File: config.mk
export PLATFORM = sky130hd
export DESIGN_NAME = pstg_seq
export DESIGN_NICKNAME = d
export VERILOG_FILES = /design/src/rtl/pstg_pkg.sv /design/src/rtl/pstg_sync.sv /design/src/rtl/pstg_timer.sv /design/src/rtl/pstg_fault_trk.sv /design/src/rtl/pstg_seq.sv
export SDC_FILE = /design/constraint.sdc
export NUM_CORES = 1
export LEC_CHECK = 0
export BUFFER_PORTS_ARGS = -buffer_cell sky130_fd_sc_hd__buf_2
export CAP_MARGIN = 0
export CORE_MARGIN = 5
export CORE_UTILIZATION = 30
export DETAILED_ROUTE_END_ITERATION = 8
export PLACE_DENSITY_LB_ADDON = 0.08
export SLEW_MARGIN = 5
export SYNTH_ARGS = -nofsm -noshare
export SYNTH_HDL_FRONTEND = slang
export SYNTH_SLANG_ARGS = --single-unit
File: constraint.sdc
create_clock -name clk -period 3.6 [get_ports clk]
set_input_delay 0.72 -clock clk [delete_from_list [all_inputs] [get_ports clk]]
set_output_delay 0.72 -clock clk [all_outputs]
set_load 0.05 [all_outputs]
File: src/rtl/pstg_pkg.sv
package pstg_pkg;

    typedef enum logic [2:0] {
        ST_RESET = 3'd0,
        ST_INIT  = 3'd1,
        ST_PDOWN = 3'd2,
        ST_SOFT  = 3'd3,
        ST_RUN   = 3'd4,
        ST_BKERR = 3'd5,
        ST_FAULT = 3'd6
    } pstg_state_e;

    typedef struct packed {
        logic valid;
        logic fault_n;
        logic hiz_en;
        logic outs_low;
        logic hard_mute;
    } pstg_out_t;

    // bit positions inside the synchroniser vector
    localparam int IN_RST  = 0;
    localparam int IN_PDN  = 1;
    localparam int IN_ERR  = 2;
    localparam int IN_OCAB = 3;
    localparam int IN_OCCD = 4;
    localparam int IN_HOT  = 5;
    localparam int IN_COOL = 6;
    localparam int IN_LOW  = 7;
    localparam int IN_NUM  = 8;
    // idle levels: power-down and error lines idle high, reset pin held low
    localparam logic [IN_NUM-1:0] IN_IDLE = 8'b0000_0110;

    function automatic int max3(input int a, input int b, input int c);
        int m;
        m = (a > b) ? a : b;
        return (m > c) ? m : c;
    endfunction

    function automatic pstg_out_t decode(input pstg_state_e st);
        pstg_out_t o;
        o = '0;
        o.valid     = (st == ST_RUN);
        o.fault_n   = (st == ST_RUN);
        o.hiz_en    = (st == ST_FAULT);
        o.outs_low  = (st == ST_BKERR);
        o.hard_mute = (st == ST_RESET) || (st == ST_INIT) || (st == ST_PDOWN);
        return o;
    endfunction

endpackage

File: src/rtl/pstg_sync.sv
module pstg_sync #(
    parameter int                W       = 8,
    parameter int                STAGES  = 2,
    parameter logic [W-1:0]      RST_VAL = '0
) (
    input  logic         clk,
    input  logic         rst,
    input  logic [W-1:0] din,
    output logic [W-1:0] dout
);
    logic [W-1:0] chain [STAGES];

    generate
        for (genvar s = 0; s < STAGES; s++) begin : g_stage
            always_ff @(posedge clk) begin
                if (rst)
                    chain[s] <= RST_VAL;
                else if (s == 0)
                    chain[s] <= din;
                else
                    chain[s] <= chain[(s == 0) ? 0 : s-1];
            end
        end
    endgenerate

    assign dout = chain[STAGES-1];
endmodule

File: src/rtl/pstg_timer.sv
module pstg_timer #(
    parameter int W = 8
) (
    input  logic         clk,
    input  logic         rst,
    input  logic         load,
    input  logic [W-1:0] ld_val,
    output logic         done
);
    logic [W-1:0] cnt;

    always_ff @(posedge clk) begin
        if (rst)
            cnt <= '0;
        else if (load)
            cnt <= ld_val;
        else if (cnt != '0)
            cnt <= cnt - 1'b1;
    end

    assign done = (cnt == '0);

    AST_DONE_STAYS: assert property (@(posedge clk) disable iff (rst)
        done && !load |=> done);
endmodule

File: src/rtl/pstg_fault_trk.sv
module pstg_fault_trk (
    input  logic clk,
    input  logic rst,
    input  logic rst_n_s,
    input  logic oc_ab_s,
    input  logic oc_cd_s,
    input  logic hot_s,
    input  logic cool_s,
    input  logic low_s,
    output logic active
);
    logic oc_latched;
    logic ot_latched;
    logic oc_now;

    assign oc_now = oc_ab_s | oc_cd_s;

    always_ff @(posedge clk) begin
        if (rst) begin
            oc_latched <= 1'b0;
            ot_latched <= 1'b0;
        end else begin
            if (oc_now)
                oc_latched <= 1'b1;
            else if (!rst_n_s)
                oc_latched <= 1'b0;

            if (hot_s)
                ot_latched <= 1'b1;
            else if (cool_s)
                ot_latched <= 1'b0;
        end
    end

    // next-value view so release and trip take the same latency
    assign active = oc_now | oc_latched | hot_s | (ot_latched & ~cool_s) | low_s;

    AST_OC_STICKY: assert property (@(posedge clk) disable iff (rst)
        oc_latched && rst_n_s |=> oc_latched);
    AST_OT_STICKY: assert property (@(posedge clk) disable iff (rst)
        ot_latched && !cool_s |=> ot_latched);
endmodule

File: src/rtl/pstg_seq.sv
module pstg_seq
    import pstg_pkg::*;
#(
    parameter int INIT_CYC = 225000,
    parameter int SOFT_CYC = 32500,
    parameter int HOLD_CYC = 15000000
) (
    input  logic clk,
    input  logic rst,
    input  logic hw_reset_n,
    input  logic sleep_n,
    input  logic ext_err_n,
    input  logic oc_ab,
    input  logic oc_cd,
    input  logic temp_hot,
    input  logic temp_cool,
    input  logic supply_low,
    output logic valid,
    output logic fault_n,
    output logic hiz_en,
    output logic outs_low,
    output logic hard_mute
);
    localparam int MAXC = max3(INIT_CYC, SOFT_CYC, HOLD_CYC);
    localparam int CW   = $clog2(MAXC + 1);

    logic [IN_NUM-1:0] pin_vec;
    logic [IN_NUM-1:0] s_vec;
    logic s_rst_n, s_pdn_n, s_err_n;
    logic active;
    logic t_done, t_load;
    logic [CW-1:0] t_val;
    pstg_state_e state, nxt;
    pstg_out_t   ov;

    always_comb begin
        pin_vec          = '0;
        pin_vec[IN_RST]  = hw_reset_n;
        pin_vec[IN_PDN]  = sleep_n;
        pin_vec[IN_ERR]  = ext_err_n;
        pin_vec[IN_OCAB] = oc_ab;
        pin_vec[IN_OCCD] = oc_cd;
        pin_vec[IN_HOT]  = temp_hot;
        pin_vec[IN_COOL] = temp_cool;
        pin_vec[IN_LOW]  = supply_low;
    end

    pstg_sync #(.W(IN_NUM), .STAGES(2), .RST_VAL(IN_IDLE)) u_sync (
        .clk  (clk),
        .rst  (rst),
        .din  (pin_vec),
        .dout (s_vec)
    );

    assign s_rst_n = s_vec[IN_RST];
    assign s_pdn_n = s_vec[IN_PDN];
    assign s_err_n = s_vec[IN_ERR];

    pstg_fault_trk u_trk (
        .clk     (clk),
        .rst     (rst),
        .rst_n_s (s_rst_n),
        .oc_ab_s (s_vec[IN_OCAB]),
        .oc_cd_s (s_vec[IN_OCCD]),
        .hot_s   (s_vec[IN_HOT]),
        .cool_s  (s_vec[IN_COOL]),
        .low_s   (s_vec[IN_LOW]),
        .active  (active)
    );

    // next state: reset > fault > power-down > external error
    always_comb begin
        nxt = state;
        if (!s_rst_n)
            nxt = ST_RESET;
        else if (active)
            nxt = ST_FAULT;
        else begin
            unique case (state)
                ST_RESET: nxt = s_pdn_n ? ST_INIT : ST_PDOWN;
                ST_INIT:  if (!s_pdn_n) nxt = ST_PDOWN;
                          else if (t_done) nxt = ST_RUN;
                ST_PDOWN: if (s_pdn_n) nxt = ST_SOFT;
                ST_SOFT:  if (!s_pdn_n) nxt = ST_PDOWN;
                          else if (t_done) nxt = ST_RUN;
                ST_RUN:   if (!s_pdn_n) nxt = ST_PDOWN;
                          else if (!s_err_n) nxt = ST_BKERR;
                ST_BKERR: if (!s_pdn_n) nxt = ST_PDOWN;
                          else if (t_done && s_err_n) nxt = ST_RUN;
                ST_FAULT: nxt = s_pdn_n ? ST_SOFT : ST_PDOWN;
                default:  nxt = ST_RESET;
            endcase
        end
    end

    always_comb begin
        t_load = (nxt != state);
        unique case (nxt)
            ST_INIT:  t_val = CW'(INIT_CYC - 1);
            ST_SOFT:  t_val = CW'(SOFT_CYC - 1);
            ST_BKERR: t_val = CW'(HOLD_CYC - 1);
            default:  t_val = '0;
        endcase
    end

    pstg_timer #(.W(CW)) u_tmr (
        .clk    (clk),
        .rst    (rst),
        .load   (t_load),
        .ld_val (t_val),
        .done   (t_done)
    );

    always_ff @(posedge clk) begin
        if (rst)
            state <= ST_RESET;
        else
            state <= nxt;
    end

    assign ov        = decode(state);
    assign valid     = ov.valid;
    assign fault_n   = ov.fault_n;
    assign hiz_en    = ov.hiz_en;
    assign outs_low  = ov.outs_low;
    assign hard_mute = ov.hard_mute;

    AST_MUTE_ON_RESET: assert property (@(posedge clk) disable iff (rst)
        !s_rst_n |=> hard_mute && !valid);
    AST_FAULT_HIZ: assert property (@(posedge clk) disable iff (rst)
        s_rst_n && active |=> hiz_en && !fault_n);
    AST_HOLD_WAIT: assert property (@(posedge clk) disable iff (rst)
        outs_low && !s_err_n && s_rst_n && s_pdn_n && !active |=> outs_low);
    AST_ONE_MODE: assert property (@(posedge clk) disable iff (rst)
        $onehot0({valid, hiz_en, outs_low, hard_mute}));
    AST_RUN_CLEAN: assert property (@(posedge clk) disable iff (rst)
        valid |-> $past(s_rst_n) && $past(!active));
endmodule

* Word level (Yosys, flattened, before mapping)
Memories as Yosys holds them, arrays and structs flattened.
Index checks and enable logic that the tools add are counted.
** Word-level totals
- Register bits :: 29
- Bits in writable memories :: 16
- Input port bits :: 10
- Output and inout bits :: 5
- Memories kept :: 1
** Cells by class
- Reduce and logical (&&, ||, !) cells :: 9
- Add/subtract/negate cells :: 1
- Multiplexer cells :: 24
- Eq/ne operators :: 11
- Bitwise gates (word level) :: 9
** Memories
- u_sync.chain :: words 2, bits a word 8, read ports 2, clocked after memory_dff 0, wr ports 2, line pstg_sync.sv:11 : logic [W-1:0] chain [STAGES];
** Operator list (number)
- case mux 24 bit (3 select lines) :: 1
- two-way mux 24 bit :: 2
- two-way mux 3 bit :: 9
- zero test 24 bit :: 1
- nonzero test 24 bit :: 1
- subtractor 24 x 1 -> 24 bit, second input constant :: 1
- case mux 3 bit (6 select lines) :: 1
- two-way mux 8 bit :: 2
- equality test 3 bit, second input constant :: 4
- equality test 3 x 2 -> 1 bit, second input constant :: 3
- two-way mux 1 bit :: 8
- OR 1 bit :: 7
- equality test 3 x 1 -> 1 bit, second input constant :: 2
- nonzero test 2 bit :: 2
- zero test 3 bit :: 1
- != test 3 bit :: 1
- logical OR 1 bit :: 2
- two-way mux 2 bit :: 1
- != test 2 x 1 -> 1 bit, second input constant :: 1
- OR reduction 2 bit :: 1
- AND 1 bit :: 1
- logical AND 1 bit :: 1
- NOT 1 bit :: 1

* Longest topological paths before layout
- Depth after elaboration :: 10
- Mapped depth :: 9
- Depth with buffers taken out :: 8

* Hierarchy
From an unflattened synthesis, not the netlist that was laid out.
** Unflattened totals
- Cells, all modules :: 251
- Area, all modules :: 2210.9 um2
** Modules (own cells, without submodules)
- pstg_timer :: sequential area each 480.5 um2, area each 1310.0 um2, instances 1, cells an instance 161
- pstg_sync :: sequential area each 320.3 um2, area each 439.2 um2, instances 1, cells an instance 33
- pstg_seq :: sequential area each 60.1 um2, area each 377.9 um2, instances 1, cells an instance 48
- pstg_fault_trk :: sequential area each 40.0 um2, area each 83.8 um2, instances 1, cells an instance 9

* Worst setup path before layout
Ideal clock, no wire load.
- Path type :: register -> register
- Start :: register u_tmr.cnt[8]
- End :: register u_tmr.cnt[20]
- Clock period less this slack :: 2.528 ns
- Stages on the path, launching flop included :: 8
- Path buffers :: 1
- Arrival :: 2.455 ns
- Path slack :: 1.072 ns
- Path through :: dfxtp_1 > or4_4 > or4b_4 > buf_6 > or2_4 > or4_1 > xor2_1 > nor3b_2
** Between the ends
- Cells in the longest elaborated chain, start to end :: 9
** Ends and longest elaborated chain
- from (decl) :: line pstg_timer.sv:10 : logic [W-1:0] cnt;
- from (signal assigned) :: line pstg_timer.sv:16 : cnt <= ld_val;
- from (signal assigned) :: line pstg_timer.sv:18 : cnt <= cnt - 1'b1;
- zero test 24 bit :: line pstg_timer.sv:21 : assign done = (cnt == '0);
- logical AND 1 bit :: line pstg_seq.sv:89 : else if (t_done && s_err_n) nxt = ST_RUN;
- two-way mux 3 bit :: line pstg_seq.sv:89
- two-way mux 3 bit :: line pstg_seq.sv:88 : ST_BKERR: if (!s_pdn_n) nxt = ST_PDOWN;
- case mux 3 bit (6 select lines) :: line pstg_seq.sv:79 : unique case (state)
- two-way mux 3 bit :: line pstg_seq.sv:76 : else if (active)
- two-way mux 3 bit :: line pstg_seq.sv:74 : if (!s_rst_n)
- != test 3 bit :: line pstg_seq.sv:97 : t_load = (nxt != state);
- two-way mux 24 bit or nonzero test 2 bit (tied branches)
Several ways; a longest one is shown, not always the timed one. The select of a mux whose other input is x is not followed.
A chain may end at the register's enable or synchronous reset.

* Final worst setup path
- Start :: register u_trk.oc_latched
- End :: register u_tmr.cnt[18]
** Between the ends
- Cells in the longest elaborated chain, start to end :: 9
** Ends and longest elaborated chain
- from (decl) :: line pstg_fault_trk.sv:12 : logic oc_latched;
- from (signal assigned) :: line pstg_fault_trk.sv:20 : oc_latched <= 1'b0;
- from (signal assigned) :: line pstg_fault_trk.sv:24 : oc_latched <= 1'b1;
- from (signal assigned) :: line pstg_fault_trk.sv:26 : oc_latched <= 1'b0;
- OR 1 bit * (4 in series) :: line pstg_fault_trk.sv:36 : assign active = oc_now | oc_latched | hot_s | (ot_latched & ~cool_s) | low_s;
- two-way mux 3 bit * :: line pstg_seq.sv:76
- two-way mux 3 bit * :: line pstg_seq.sv:74
- equality test 3 bit (tied with other cells) :: line pstg_seq.sv:98 : unique case (nxt)
- case mux 24 bit (3 select lines) :: line pstg_seq.sv:98
- two-way mux 24 bit :: line pstg_timer.sv:15 : else if (load)
Mark *: on every way between the ends. The rest lies on a longest branch, timed or not.

==> flow_summary.ini <==
[detailed_routing]
drc_errors = 0
routedWlPerCell_um = 14.3
num_vias = 1877
postRouteAntennaNets = 0
wl_um = 5310
drtPass1Iterations = 4
drt_iter0_drc = 158
viasPerCell = 5.07

[setup_path]
required_ps = 3820
cpPeakStageDelay_ps = 630
crit_chain = or4_4, or3_1, a2111oi_0, o211ai_1, a21boi_1, a211oi_1
cp_max_fo = 5
worst-path-buf-inv = 0
startpoint_type = flip-flop
critPathCaptureType = flip-flop
crit_slowest_cell = a2111oi_0
crit_arrival_ps = 3090
path_delay_family = compound AO/OA/AOI/OAI gates
path_class = flip-flop to flip-flop

[worst_hold_path]
hold_path_class = flip-flop to flip-flop

[clock_tree]
postCtsSetupRepairBufs = 0
clock_path_buffers = 2
insertion_delay_ps = 300
cts_buffers = 5
clkSlewWorstSetupHoldPaths_ps = 100
ctsHtreeMaxLevel = 2
clock-sinks = 45
cts_tree = built
root_buffer = clkbuf_8
cts_resized = 0
cts-hold-fix-buffers = 0

[synthesis]
synth_xor_area_share_pct = 8.30
synthMostInstantiatedCell = dfxtp_1
synth_top_cell_by_area = dfxtp_1
synth_area_sq_mm = 0.00222
yosysWarningCount = 0
synth_top_flop_cell = dfxtp_1
synth-edff-count = 0
synthSimpleGateAreaFrac_pct = 28.6
synth-adder-area-share_pct = 1.13
yosysUniqueCellTypes = 54
synth_compound_area_share_pct = 17.6
synthArstFlopShare_pct = 0
synthCells = 258
yosys.area.top_type_share_pct = 40.7
netlist_top_cells_count = dfxtp_1 (45), nand2_1 (25), a21oi_1 (18)
synth_mux_area_share_pct = 0
syn_area_per_cell_sq_um = 8.59
syn_nets = 270
ys_ff_latch = 45
synth-seq-area-share_pct = 40.7
synthTopCellsByArea = dfxtp_1 (41%), xor2_1 (5.9%), nand2_1 (4.2%), nor2b_1 (4.2%), a21oi_1 (4.1%)
synth_top_family_by_area = simple AND/OR/NAND/NOR gates

[sta]
worst_slew_pin_slew_ps = 717
rsz0062_at_grt = false
drv_slew = 0
finalHoldViolations = 0
fmax_mhz = 348
setup_tns_ps = 0
setup_viol = 0
post-route-period-util_pct = 79.8
skew_ps = 7.33
hold_ws_ps = 416
min_period_ps = 2870
relSlewSlack_pct = 52.1
fin_ws_ps = 727

[layout]
fill_cells = 780
layout.nets = 282
diodes = 0
multiInputGateArea_sq_mm = 0.00123
drive_gt1_share_pct = 14.8
seq_area_sq_um = 901
syn_to_final_growth_pct = 12.2
stdcell_count = 370
fin_util_pct = 34.5

[status]
status = finished, final reports clean

[pwr]
seqPwrFrac_pct = 35.3
net-switching-power_mw = 0.851
vdd_drop_max_v = 0.000233
clkPwrFrac_pct = 19.3
leakage_nw = 0.990
swShare_pct = 40.9
pwr-share-comb_pct = 45.4
pwr_density_cell_mw_per_mm2 = 837
intPower_mw = 1.23

[place]
place_inst = 362
port_buffers = 14
place_hpwl_um = 3720
pre_cts_ws_ps = 795
routabilityCongestion = 0.792

[grt]
grt_pass1_wl_um = 9290
grt-ovfl-total = 0
grt_max_degree = 38
antenna_found_initial = 0
track_usage_pct = 12.8
grt_pass1_vias = 1869

[die]
rows = 31
ios = 15
initial_core_util_pct = 30.7
fp.coreArea_sq_mm = 0.00721
die_h_um = 95.9
dieArea_sq_mm = 0.00921
die_width_um = 95.9

[flow_run]
maxCapViolations = 0
==> power by group through the flow <==
stage	clock, mW	combinational (mW)	sequential [mW]
floorplan	0	0.788	0.710
global placement	0	0.979	0.747
detailed placement	0	0.939	0.743
CTS	0.420	0.947	0.732
global route	0.439	1.08	0.752
finish	0.403	0.945	0.735
==> area by class of cell <==
class                      count  share of cell area (%)
clock inverter                 3                    1.91
clock buffer                   5                    2.77
tap                           99                    4.98
timing repair buffer          16                    3.42
inverter                       7                    1.06
sequential                    45                    36.2
multi-input combinational    195                    49.6
==> per-stage QoR <==
stage | total power, mW | cell area [sq um]
2_1_floorplan | 1.50 | 2220
3_3_place_gp | 1.73 | 2370
3_5_place_dp | 1.68 | 2370
4_1_cts | 2.10 | 2490
5_1_grt | 2.27 | 2490
6_report | 2.08 | 2490
==> layer usage <==
metal / wire length, um / vias to the layer above / track usage [%] / part of all wire (%)
li1: - / 946 / - / -
met1: 2650 / 879 / 17.8 / 50
met2: 2290 / 45 / 19.8 / 43
met3: 264 / 7 / 2.50 / 5.0
met4: 105 / 0 / 3.91 / 2.0
met5: 0 / - / 0 / 0
==> worst paths after layout <==
check | startpoint | to | slack [ps] | depth (start not counted)
worst min-delay path | u_sync.chain[0][1]$_SDFF_PP1_ | u_sync.chain[1][1]$_SDFF_PP1_ | 420 | 1
worst min register to register | u_sync.chain[0][1]$_SDFF_PP1_ | u_sync.chain[1][1]$_SDFF_PP1_ | 420 | 1
worst max register to register | u_trk.oc_latched$_SDFFE_PP0P_ | u_tmr.cnt[18]$_SDFFE_PP0P_ | 730 | 6
worst max-delay path | u_trk.oc_latched$_SDFFE_PP0P_ | u_tmr.cnt[18]$_SDFFE_PP0P_ | 730 | 6
==> layout by cell type (no fill, tap or decap), types with 2 or more instances in the layout <==
| cell type | count |
|---|---|
| nor2b_1 | 15 |
| buf_2 | 14 |
| a211oi_1 | 10 |
| nand3_1 | 7 |
| a21boi_0 | 2 |
| nor2_1 | 17 |
| or3_1 | 4 |
| inv_1 | 7 |
| nor4b_1 | 2 |
| or2_2 | 6 |
| buf_4 | 2 |
| o21ai_0 | 4 |
| nor4_1 | 6 |
| nand4_1 | 4 |
| a21oi_1 | 18 |
| nor3_1 | 13 |
| a31oi_1 | 3 |
| or4_4 | 2 |
| ha_1 | 2 |
| nand2_1 | 25 |
| dfxtp_1 | 45 |
| o31ai_1 | 4 |
| xor2_1 | 15 |
| or4_1 | 2 |
| clkbuf_8 | 5 |
| nand2b_1 | 3 |
| xnor2_1 | 6 |
| inv_6 | 2 |
==> cell families after synthesis <==
family / after synthesis
xor+xnor: 21
flops: 45
buf+inv: 18
simple gates: 115
compound gates: 57
fa+ha+maj: 2
==> state kept, by name (all words and copies together), names as in the netlist <==
signal            flops
state                 3
u_trk.oc_latched      1
u_tmr.cnt            24
u_sync.chain         16
u_trk.ot_latched      1
Note: power is estimated with default switching activity, not from simulation.
